## src/rtl/dls_pkg.sv

```systemverilog
package dls_pkg;
  localparam int WORD_W  = 20;
  localparam int LANES   = 2;
  localparam logic [WORD_W-1:0] IDLE_WORD = '1;
endpackage

```

## src/rtl/dls_word_stage.sv

```systemverilog
module dls_word_stage #(
  parameter int W     = 20,
  parameter int DEPTH = 2,
  localparam int CW   = $clog2(DEPTH + 1)
) (
  input  logic                      clk_i,
  input  logic                      rst_ni,
  input  logic                      push_i,
  input  logic [W-1:0]              push_word_i,
  output logic                      ready_o,
  input  logic [CW-1:0]             pop_n_i,
  output logic [DEPTH-1:0][W-1:0]   heads_o,
  output logic [CW-1:0]             level_o
);
  logic [DEPTH-1:0][W-1:0] mem_q, mem_d;
  logic [CW-1:0] lvl_q, lvl_d, rem;
  logic push_ok;

  assign ready_o = (lvl_q < CW'(DEPTH));
  assign push_ok = push_i & ready_o;
  assign heads_o = mem_q;
  assign level_o = lvl_q;

  always_comb begin
    rem   = lvl_q - pop_n_i;
    mem_d = mem_q;
    // shift out popped entries
    for (int i = 0; i < DEPTH; i++) begin
      for (int j = 0; j < DEPTH; j++) begin
        if (j == i + int'(pop_n_i)) mem_d[i] = mem_q[j];
      end
    end
    // append after the remaining entries
    for (int i = 0; i < DEPTH; i++) begin
      if (push_ok && int'(rem) == i) mem_d[i] = push_word_i;
    end
    lvl_d = rem + {{(CW-1){1'b0}}, push_ok};
  end

  always_ff @(posedge clk_i or negedge rst_ni) begin
    if (!rst_ni) begin
      mem_q <= '0;
      lvl_q <= '0;
    end else begin
      mem_q <= mem_d;
      lvl_q <= lvl_d;
    end
  end
endmodule

```

## src/rtl/dls_bit_timer.sv

```systemverilog
module dls_bit_timer #(
  parameter int W  = 20,
  localparam int BW = $clog2(W)
) (
  input  logic          clk_i,
  input  logic          rst_ni,
  input  logic          sync_i,
  output logic          load_o,
  output logic          run_o,
  output logic [BW-1:0] cnt_o
);
  logic [BW-1:0] cnt_q;
  logic          run_q;

  assign load_o = sync_i | (run_q & (cnt_q == BW'(W - 1)));
  assign run_o  = run_q;
  assign cnt_o  = cnt_q;

  always_ff @(posedge clk_i or negedge rst_ni) begin
    if (!rst_ni) begin
      cnt_q <= '0;
      run_q <= 1'b0;
    end else if (load_o) begin
      cnt_q <= '0;
      run_q <= 1'b1;
    end else if (run_q) begin
      cnt_q <= cnt_q + 1'b1;
    end
  end
endmodule

```

## src/rtl/dls_lane_shifter.sv

```systemverilog
module dls_lane_shifter #(
  parameter int W = 20,
  parameter logic [W-1:0] IDLE = '1
) (
  input  logic         clk_i,
  input  logic         rst_ni,
  input  logic         load_i,
  input  logic         shift_i,
  input  logic [W-1:0] word_i,
  output logic         bit_o
);
  logic [W-1:0] sh_q;

  assign bit_o = sh_q[W-1];

  always_ff @(posedge clk_i or negedge rst_ni) begin
    if (!rst_ni)      sh_q <= IDLE;
    else if (load_i)  sh_q <= word_i;
    else if (shift_i) sh_q <= {sh_q[W-2:0], 1'b1};
  end
endmodule

```

## src/rtl/dual_lane_serializer.sv

```systemverilog
module dual_lane_serializer
  import dls_pkg::*;
#(
  parameter int STAGE_DEPTH = 2,
  localparam int CW = $clog2(STAGE_DEPTH + 1),
  localparam int BW = $clog2(WORD_W)
) (
  input  logic              clk_i,
  input  logic              rst_ni,
  input  logic [WORD_W-1:0] word_i,
  input  logic              word_valid_i,
  output logic              word_ready_o,
  input  logic              two_lane_i,
  input  logic              bco_sync_i,
  output logic [LANES-1:0]  ser_o
);
  logic                          load_w, run_w;
  logic [BW-1:0]                 bit_cnt;
  logic [STAGE_DEPTH-1:0][WORD_W-1:0] heads;
  logic [CW-1:0]                 level;
  logic [CW-1:0]                 pop_n;
  logic [LANES-1:0]              lane_has;
  logic [LANES-1:0][WORD_W-1:0]  ld_word;

  dls_bit_timer #(.W(WORD_W)) u_timer (
    .clk_i  (clk_i),
    .rst_ni (rst_ni),
    .sync_i (bco_sync_i),
    .load_o (load_w),
    .run_o  (run_w),
    .cnt_o  (bit_cnt)
  );

  dls_word_stage #(.W(WORD_W), .DEPTH(STAGE_DEPTH)) u_stage (
    .clk_i       (clk_i),
    .rst_ni      (rst_ni),
    .push_i      (word_valid_i),
    .push_word_i (word_i),
    .ready_o     (word_ready_o),
    .pop_n_i     (pop_n),
    .heads_o     (heads),
    .level_o     (level)
  );

  // lane l is fed when the mode allows it and enough words are staged
  always_comb begin
    pop_n = '0;
    for (int l = 0; l < LANES; l++) begin
      lane_has[l] = (level > CW'(l)) && ((l == 0) || two_lane_i);
      ld_word[l]  = lane_has[l] ? heads[l] : IDLE_WORD;
      if (load_w && lane_has[l]) pop_n = pop_n + 1'b1;
    end
  end

  for (genvar l = 0; l < LANES; l++) begin : g_lane
    dls_lane_shifter #(.W(WORD_W), .IDLE(IDLE_WORD)) u_lane (
      .clk_i   (clk_i),
      .rst_ni  (rst_ni),
      .load_i  (load_w),
      .shift_i (run_w),
      .word_i  (ld_word[l]),
      .bit_o   (ser_o[l])
    );
  end
endmodule

```

## config.mk

```make
export PLATFORM = sky130hd
export DESIGN_NAME = dual_lane_serializer
export DESIGN_NICKNAME = d
export VERILOG_FILES = /design/src/rtl/dls_pkg.sv /design/src/rtl/dls_word_stage.sv /design/src/rtl/dls_bit_timer.sv /design/src/rtl/dls_lane_shifter.sv /design/src/rtl/dual_lane_serializer.sv
export SDC_FILE = /design/constraint.sdc
export NUM_CORES = 1
export LEC_CHECK = 0
export ABC_AREA = 1
export BUFFER_PORTS_ARGS = -buffer_cell sky130_fd_sc_hd__buf_4
export CORE_MARGIN = 2
export CORE_UTILIZATION = 30
export DETAILED_ROUTE_END_ITERATION = 8
export GPL_TIMING_DRIVEN = 0
export PLACE_DENSITY = 0.42
export SYNTH_ARGS = -nofsm -noshare
export SYNTH_HDL_FRONTEND = slang
export SYNTH_SLANG_ARGS = --single-unit
```

## constraint.sdc

```tcl
create_clock -name clk_i -period 5.9 [get_ports clk_i]
set_input_delay 0 -clock clk_i [delete_from_list [all_inputs] [get_ports clk_i]]
set_output_delay 0 -clock clk_i [all_outputs]
set_load 0.05 [all_outputs]
```

==> flow_summary.ini, run 1 <==
[finish]
nets = 666
mostFrequentLayoutCells = 148 x nand2_1, 101 x nand3_1, 93 x inv_1
drive_gt1_share_pct = 20.7
final_common_cell = nand2_1
diodes = 0
area_growth_syn_to_layout_pct = 20.3
fillerInstances = 1616

[sta]
timing.slew.headroom_pct = 21.1
fmax_mhz = 372
hold_violations = 0
final_max_slew_viol_count = 0
period_share_pct = 45.6
rsz0062_at_grt = false
fin_crit_ns = 2.69
setup_viol_count_final = 0
setup_tns_ns = 0
tightest_slew_ns = 1.18
skew_ns = 0.00635
fin_hold_ws_ns = 0.0609

[logic_synthesis]
yosysSeqAreaShare_pct = 48.3
ys_ff_latch = 88
synth.distinct_cells = 25
synth_area_um2 = 4670
syn_nets = 607
synth.avg_cell_area_um2 = 8.09
yosysTopAreaCell = dfrtp_1
ys_warn_count = 0
netlist_instances = 577
synth_top_cells_by_area = dfrtp_1 26%, dfstp_2 23%, nand2_1 12%
synth_top_area_share_pct = 25.7

[floorplan]
dieHeight_um = 129
coreArea_um2 = 15200
die_w_um = 129
ios = 28
initial_core_util_pct = 30.7
rows = 45
fp.dieArea_um2 = 16600

[drt]
routed-via-count = 3813
vias_per_cell = 4.60
antenna_left = 0
drc_errors = 0
drt_pass1_iterations = 4
post_drt_wl_per_cell_um = 14.7
wl_mm = 12.2
initialDrtViolationCount = 206

[min_path]
hold_path_class = in -> reg
holdCritStartpoint = bco_sync_i
min_to = u_timer.run_o
whs_path_depth = 3

[worst_setup_path]
cp.required_ns = 6.11
start_kind = register
worstPathArrival_ns = 2.90
r2r_start = u_timer.cnt_o[0]
path_class = reg -> reg
cp_slowest_cell = clkbuf_1
reg2reg_slack_ns = 3.21
end_kind = register
max_stage_delay_ns = 0.45
worstPathCellList = ha_1 -> nand2_2 -> inv_2 -> nand3_4 -> nand2_4 -> nand2_1 -> ha_1 -> ha_1 -> nand2_1 -> nand2_1 -> nand3_1 -> clkbuf_1 -> a21oi_1
ff2ff_path_depth = 13
crit_path_max_fanout = 10
reg2reg_to = u_stage.heads_o[24]

[cts]
cts_sinks = 88
postCtsSetupRepairBufs = 0
cts-htree-levels = 3
cts-root-buf = clkbuf_16
clockBufferDepth = 2
clkLatencyLatePin_ns = 0.34
cts_resized = 0
cts-buffers-inserted = 9
cts_hold_buf = 21
cts_tree = yes
path_clk_slew_ns = 0.06

[grt]
first_global_vias = 4084
grt_max_degree = 89
grt_pass1_wl_mm = 20.8
grtUsageTotal_pct = 16.4
antenna_found_initial = 0
grt_overflow = 0

[pwr]
peakVddDrop_mv = 0.199
cellLeakagePower_nw = 2.87
powerDensity_nw_per_um2 = 441

[flow_run]
timing.max_cap.violations = 0

[placed_design]
port_buffers = 27
place_hpwl_mm = 8.65
globalplace.congestion = 0.773

[status]
status = complete, no violations
## how the worst max path moves through the flow
stage	from	end	slack (ns)
floorplan	u_timer.cnt_o[0]	u_stage.heads_o[21]	3.67
global placement	u_timer.cnt_o[0]	u_stage.heads_o[33]	3.18
detailed placement	u_timer.cnt_o[0]	u_stage.heads_o[33]	3.16
CTS	u_timer.cnt_o[0]	u_stage.heads_o[33]	3.15
global route	u_timer.cnt_o[0]	u_stage.heads_o[36]	2.93
finish	u_timer.cnt_o[0]	u_stage.heads_o[24]	3.21
## report_power, final
| part | internal, W | switching (W) | total (W) |
|---|---|---|---|
| Sequential | 0.000911 | 0.000132 | 0.00104 |
| Combinational | 0.000315 | 0.000536 | 0.000851 |
| Clock | 0.000350 | 0.000232 | 0.000582 |
| Total | 0.00158 | 0.000900 | 0.00248 |
## critical path: cells and delay by family (launching register included)
kind	cells	cell delay, ns
AOI/OAI and AO/OA	1	0.14
buffers and inverters	2	0.53
DFF	1	0.39
adders and majority gates	3	0.75
and+or+nand+nor	7	0.76
## synthesized netlist by cell type (all sizes together)
cell / number
o211ai: 38
nor2: 33
xnor2: 2
buf: 28
or2: 1
dfrtp: 48
dfstp: 40
xor2: 2
o21ai: 1
nand3: 102
nand4: 1
a21oi: 20
clkbuf: 12
inv: 94
nand2: 150
ha: 5
## state kept, by name, summed over array words and instances (netlist names)
| signal | count |
|---|---|
| g_lane.u_lane.sh_q | 40 |
| u_stage.heads_o | 40 |
| u_stage.level_o | 2 |
| u_timer.cnt_o | 5 |
| u_timer.run_o | 1 |
## layer usage
layer	part of all wire [%]	global-route usage, %	vias up
li1	-	-	1946
met1	45	20.4	1779
met2	50	27.9	68
met3	3.3	3.28	20
met4	2.4	6.71	0
met5	0	0	-
## layout make-up
| class | instances | area [µm²] | area share (%) |
|---|---|---|---|
| sequential | 88 | 2250 | 40.1 |
| multi-input combinational | 355 | 1820 | 32.5 |
| timing repair buffer | 48 | 413 | 7.35 |
| inverter | 94 | 353 | 6.28 |
| clock buffer | 13 | 260 | 4.63 |
| buffer | 40 | 239 | 4.26 |
| tap | 188 | 235 | 4.19 |
| clock inverter | 3 | 40.0 | 0.713 |
## stage by stage
stage | instances | util [%] | setup WS [ns] | power (W) | instance area, µm²
floorplan | 577 | - | 3.67 | 0.00164 | 4670
global placement | 792 | 33.6 | 3.18 | 0.00189 | 5100
detailed placement | 792 | 33.6 | 3.16 | 0.00191 | 5100
CTS | 829 | 36.9 | 3.15 | 0.00252 | 5620
global route | 829 | 36.9 | 2.93 | 0.00270 | 5620
finish | 829 | 36.9 | 3.21 | 0.00248 | 5620
## cells by family (layout without fill, tap and decap cells)
family          count (synthesis)  after routing  synth area share (%)
fa+ha+maj                       5              5                  1.34
flops                          88             88                  48.3
simple gates                  287            287                  26.5
buf+inv                       134            198                  12.7
xor+xnor                        4              4                 0.751
compound gates                 59             59                  10.5
Note: power is estimated with default switching activity, not from simulation.
==> run 2: changes to the inputs <==
Clock period 5.9 ns to 2.6 ns, I/O delays scaled along.
==> run 2 against run 1 <==
Effect of this change: core utilization increased by 0.37 points; non-clock buffer count increased by 1; die area unchanged; worst hold slack got worse by 0.013 ns; setup slack got worse by 3.0 ns; critical path depth increased by 1; total power increased by 130%; cell count increased by 0.12%; combinational power increased by 130%.
==> flow_summary.ini, run 2 (synthesized netlist as in run 1, its figures left out) <==
[floorplan]
ios = 28
fp.dieArea_um2 = 16600
rows = 45
die_w_um = 129
coreArea_um2 = 15200
dieHeight_um = 129
initial_core_util_pct = 30.7

[cts]
cts-root-buf = clkbuf_16
clkLatencyLatePin_ns = 0.34
cts_tree = yes
cts-htree-levels = 3
cts_sinks = 88
cts-buffers-inserted = 9
clockBufferDepth = 2
path_clk_slew_ns = 0.06

[placed_design]
place_hpwl_mm = 8.65
dp_cells = 792
port_buffers = 27
globalplace.congestion = 0.773

[worst_setup_path]
end_kind = register
startpoint = u_timer.cnt_o[0]
crit_path_max_fanout = 10
path_class = reg -> reg
worstPathArrival_ns = 2.67
r2r_start = u_timer.cnt_o[0]
cp.required_ns = 2.86
start_kind = register

[sta]
fin_crit_ns = 2.41
final_max_slew_viol_count = 0
setup_viol_count_final = 0
fmax_mhz = 416
hold_violations = 0
timing.slew.headroom_pct = 20.7
fin_hold_ws_ns = 0.0477
tightest_slew_ns = 1.19
skew_ns = 0.00775
period_share_pct = 92.5
rsz0062_at_grt = true
setup_tns_ns = 0

[flow_run]
timing.max_cap.violations = 0

[drt]
wl_mm = 12.3
post_drt_wl_per_cell_um = 14.8
drc_errors = 0
drt_pass1_iterations = 4
antenna_left = 0
vias_per_cell = 4.50
routed-via-count = 3739
initialDrtViolationCount = 207

[finish]
mostFrequentLayoutCells = 147 x nand2_1, 100 x nand3_1, 93 x inv_1
instances_no_fill = 830
area_growth_syn_to_layout_pct = 21.5
drive_gt1_share_pct = 21.7
fillerInstances = 1613
final_common_cell = nand2_1
diodes = 0
nets = 667

[pwr]
p_seq_share_pct = 41.7
p_sw_share_pct = 36.3
p_int_w = 0.00361
peakVddDrop_mv = 0.452
pwr-share-comb_pct = 35.0
p_switching_w = 0.00206
pwr-share-clk_pct = 23.3
cellLeakagePower_nw = 2.89
powerDensity_nw_per_um2 = 1000

[grt]
first_global_vias = 4084
grt_overflow = 0
grt_pass1_wl_mm = 20.8
grtUsageTotal_pct = 16.4
antenna_found_initial = 0
grt_max_degree = 89

[min_path]
hold_path_class = in -> reg
holdCritStartpoint = bco_sync_i

[status]
status = complete, no violations
run 2: path summary, 6_finish.rpt:
check | to | slack (ns) | cells after the start
worst max-delay path | u_stage.heads_o[24] | 0.19 | 14
worst min-delay path | u_timer.run_o | 0.05 | 3
worst max register to register | u_stage.heads_o[24] | 0.19 | 14
worst min register to register | g_lane[0].u_lane.sh_q[15] | 0.47 | 2
max in group asynchronous | u_stage.heads_o[25] | 1.39 | 2
min in group asynchronous | u_stage.heads_o[9] | 0.41 | 2
run 2: area by class of cell:
type                            count  area, µm²  area share [%]
Timing Repair Buffer               49        420            7.41
Inverter                           94        353            6.22
Sequential cell                    88       2250            39.7
Clock buffer                       13        260            4.59
Multi-Input combinational cell    355       1850            32.6
Clock inverter                      3       40.0           0.706
Tap cell                          188        235            4.15
Buffer                             40        259            4.57
run 2: what timing repair did:
action                                  4_1_cts  5_1_grt
pin swaps                                     0        0
endpoints found under the setup margin       40       41
endpoints found under the hold margin        88        0
gates resized for setup                       2       18
hold buffers                                 21        0
buffers inserted                              0        1
run 2: metal layers:
metal | track usage, % | routed length [µm]
met3 | 3.28 | 286
met1 | 20.4 | 5730
met5 | 0 | 0
met2 | 27.9 | 6080
met4 | 6.71 | 179
run 2: metrics by stage:
step           instance area [µm²]  util [%]  setup WS [ns]  total power (W)
3_5_place_dp                  5100      33.6         -0.144          0.00433
5_1_grt                       5670      37.3        -0.0324          0.00617
2_1_floorplan                 4670         -          0.370          0.00373
4_1_cts                       5620      37.0        -0.0225          0.00571
3_3_place_gp                  5100      33.6         -0.121          0.00430
6_report                      5670      37.3          0.195          0.00568
run 2: critical path, stage by stage (launching register included):
cell	delay (ns)
dfrtp_1	0.39
ha_1	0.21
nand2_2	0.10
inv_2	0.05
nand3_4	0.09
nand2_8	0.10
nand2_1	0.15
ha_4	0.23
ha_1	0.19
inv_1	0.05
nand2_1	0.04
nand2_1	0.13
nand3_1	0.15
clkbuf_2	0.25
a21oi_1	0.19
run 2: power by group through the flow:
stage	combinational (W)	clock [W]	sequential, W
floorplan	0.00143	0	0.00230
global placement	0.00192	0	0.00238
detailed placement	0.00195	0	0.00238
CTS	0.00198	0.00136	0.00237
global route	0.00231	0.00142	0.00244
finish	0.00199	0.00132	0.00237
==> run 3: changes to the inputs <==
Settings changed: ABC_AREA 1 to not set.
==> run 3 against run 2 <==
Effect of this change: the run now ends with setup timing left; maximum frequency down 8.9%; sequential share of layout area is 0.55 points higher; first-iteration DRC count down 37%; global-route usage down 2.4 points; critical path type unchanged.
==> flow_summary.ini, run 3 <==
[status]
status = complete, but fails checks
violations = setup timing

[cts]
cts-buffers-inserted = 9
clkLatencyLatePin_ns = 0.34
cts_sinks = 88
cts-root-buf = clkbuf_16
cts_tree = yes
cts-htree-levels = 3
clockBufferDepth = 2
path_clk_slew_ns = 0.06

[sta]
timing.slew.headroom_pct = 23.6
hold_violations = 0
skew_ns = 0.00919
period_share_pct = 102
rsz0062_at_grt = true
setup_viol_count_final = 15
fmax_mhz = 379
fin_crit_ns = 2.64
final_max_slew_viol_count = 0
setup_ws_ns = -0.0415
tightest_slew_ns = 1.15

[logic_synthesis]
synth.distinct_cells = 35
ys_ff_latch = 88
synth_top_area_share_pct = 28.1
synth.avg_cell_area_um2 = 14.8
synth-adder-area-share_pct = 1.46
synth_compound_area_share_pct = 9.76
synth_edf_count = 0
synth_top_family_by_area = multiplexers
syn_nets = 319
synth.area.mux_share_pct = 26.7
synth_area_um2 = 4280
synthXorXnorAreaFrac_pct = 1.40
netlist_instances = 289
synth.most_common_cell = dfrtp_1
synth_top_cells_by_area = dfrtp_1 28%, dfstp_2 25%, mux2_2 11%
ys_warn_count = 0
synth_commonest_cells = 48 x dfrtp_1, 40 x dfstp_2, 40 x mux2_2
synth_simple_gate_area_share_pct = 3.54
yosys_most_used_dff = dfrtp_1
yosysSeqAreaShare_pct = 52.6
yosysTopAreaCell = dfrtp_1
async_reset_ff_share_pct = 100

[finish]
area_growth_syn_to_layout_pct = 30.8
nets = 399
instances_no_fill = 554
final_common_cell = buf_4
drive_gt1_share_pct = 52.9
mostFrequentLayoutCells = 49 x buf_4, 46 x dfrtp_1, 40 x mux2_4, 40 x dfstp_2, 39 x mux2i_1
post-route-util_pct = 40.2
regArea_um2 = 2250
fillerInstances = 1336
multiInputGateArea_um2 = 1980
diodes = 0

[drt]
vias_per_cell = 4.65
initialDrtViolationCount = 131
drc_errors = 0
antenna_left = 0
post_drt_wl_per_cell_um = 17.4
routed-via-count = 2576
drt_pass1_iterations = 4
wl_mm = 9.66

[placed_design]
port_buffers = 27
globalplace.congestion = 0.714
dp_cells = 496
place_hpwl_mm = 5.93

[flow_run]
timing.max_cap.violations = 0

[worst_setup_path]
cp_common_cell = ha_4
worstPathArrival_ns = 2.87
cp.required_ns = 2.82
cp_top_family = adder cells
r2r_start = u_timer.cnt_o[0]
worstPathCellList = ha_4 -> a21o_1 -> o221ai_2 -> buf_6 -> ha_4 -> ha_4 -> inv_4 -> nor4_4 -> buf_6 -> buf_8 -> mux2_4
start_kind = register
end_kind = register
max_stage_delay_ns = 0.42
cp_slowest_cell = dfrtp_1
startpoint = u_timer.cnt_o[0]
path_buf_inv = 4
crit_path_max_fanout = 5
path_class = reg -> reg

[pwr]
powerDensity_nw_per_um2 = 1100
peakVddDrop_mv = 0.548
cellLeakagePower_nw = 2.69

[grt]
grt_overflow = 0
grt_max_degree = 89
grtUsageTotal_pct = 13.9
first_global_vias = 2716
antenna_found_initial = 0
grt_pass1_wl_mm = 15.5

[floorplan]
initial_core_util_pct = 30.7
fp.dieArea_um2 = 15200
rows = 43
ios = 28
die_w_um = 123
dieHeight_um = 123
coreArea_um2 = 13900

[min_path]
holdCritStartpoint = word_valid_i
hold_path_class = in -> reg
[run 3: logic make-up after synthesis]
| group | count (synthesis) |
|---|---|
| xor gates and xnor gates | 6 |
| DFF | 88 |
| buffers and inverters | 28 |
| muxes | 99 |
| adders and majority gates | 5 |
| and+or+nand+nor | 16 |
| AOI/OAI and AO/OA | 47 |
[run 3: through the flow]
| stage | power, W | area (µm²) | hold WS (ns) | TNS, ns | setup WS, ns |
|---|---|---|---|---|---|
| 3_3_place_gp | 0.00436 | 4740 | 0.229 | -9.67 | -0.313 |
| 5_1_grt | 0.00651 | 5600 | 0.139 | -2.54 | -0.131 |
| 6_report | 0.00614 | 5600 | 0.100 | -0.347 | -0.0415 |
| 4_1_cts | 0.00622 | 5570 | 0.0943 | -1.94 | -0.100 |
| 3_5_place_dp | 0.00441 | 4740 | 0.235 | -10.07 | -0.331 |
| 2_1_floorplan | 0.00394 | 4310 | -0.296 | 0 | 0.0433 |
[run 3: worst register-to-register path, cell delays in order (launching register included)]
cell      delay, ns
dfrtp_1        0.42
ha_4           0.20
a21o_1         0.19
o221ai_2       0.12
buf_6          0.17
ha_4           0.21
ha_4           0.27
inv_4          0.03
nor4_4         0.28
buf_6          0.19
buf_8          0.15
mux2_4         0.31
[run 3: cell type report]
cell class | instances | area share (%)
Clock inverter | 2 | 0.670
Buffer | 21 | 3.31
Inverter | 6 | 0.447
Multi-Input combinational cell | 173 | 35.3
Timing Repair Buffer | 70 | 11.3
Clock buffer | 14 | 4.71
Tap cell | 180 | 4.02
Sequential cell | 88 | 40.3
[run 3: worst paths after layout]
check,to,slack [ns],cells after the start
worst max-delay path,u_stage.heads_o[8],-0.04,11
worst min-delay path,u_stage.level_o[0],0.10,3
worst max register to register,u_stage.heads_o[8],-0.04,11
worst min register to register,g_lane[0].u_lane.sh_q[0],0.51,1
max in group asynchronous,u_timer.cnt_o[3],1.37,2
min in group asynchronous,u_stage.heads_o[18],0.41,2
[run 3: routing by layer]
layer | vias to the layer above | GRT usage, % | wire length, µm | part of all wire, %
met5 | - | 0 | 0 | 0
met4 | 0 | 5.54 | 173 | 1.8
met3 | 13 | 2.49 | 239 | 2.5
met2 | 30 | 21.2 | 4600 | 48
met1 | 1303 | 19.6 | 4650 | 48
li1 | 1230 | - | - | -
[run 3: report_power, final]
group | switching (W) | internal (W)
Sequential | 0.000362 | 0.00205
Clock | 0.000532 | 0.000799
Combinational | 0.000827 | 0.00156
Total | 0.00172 | 0.00442
[run 3: what timing repair did]
| item | 4_1_cts | 5_1_grt |
|---|---|---|
| hold endpoints to repair | 90 | 0 |
| buffers inserted | 12 | 7 |
| resized for setup | 40 | 4 |
| hold buffers | 22 | 0 |
| gates cloned | 3 | 0 |
| setup endpoints to repair | 40 | 40 |
| pin swaps | 8 | 5 |
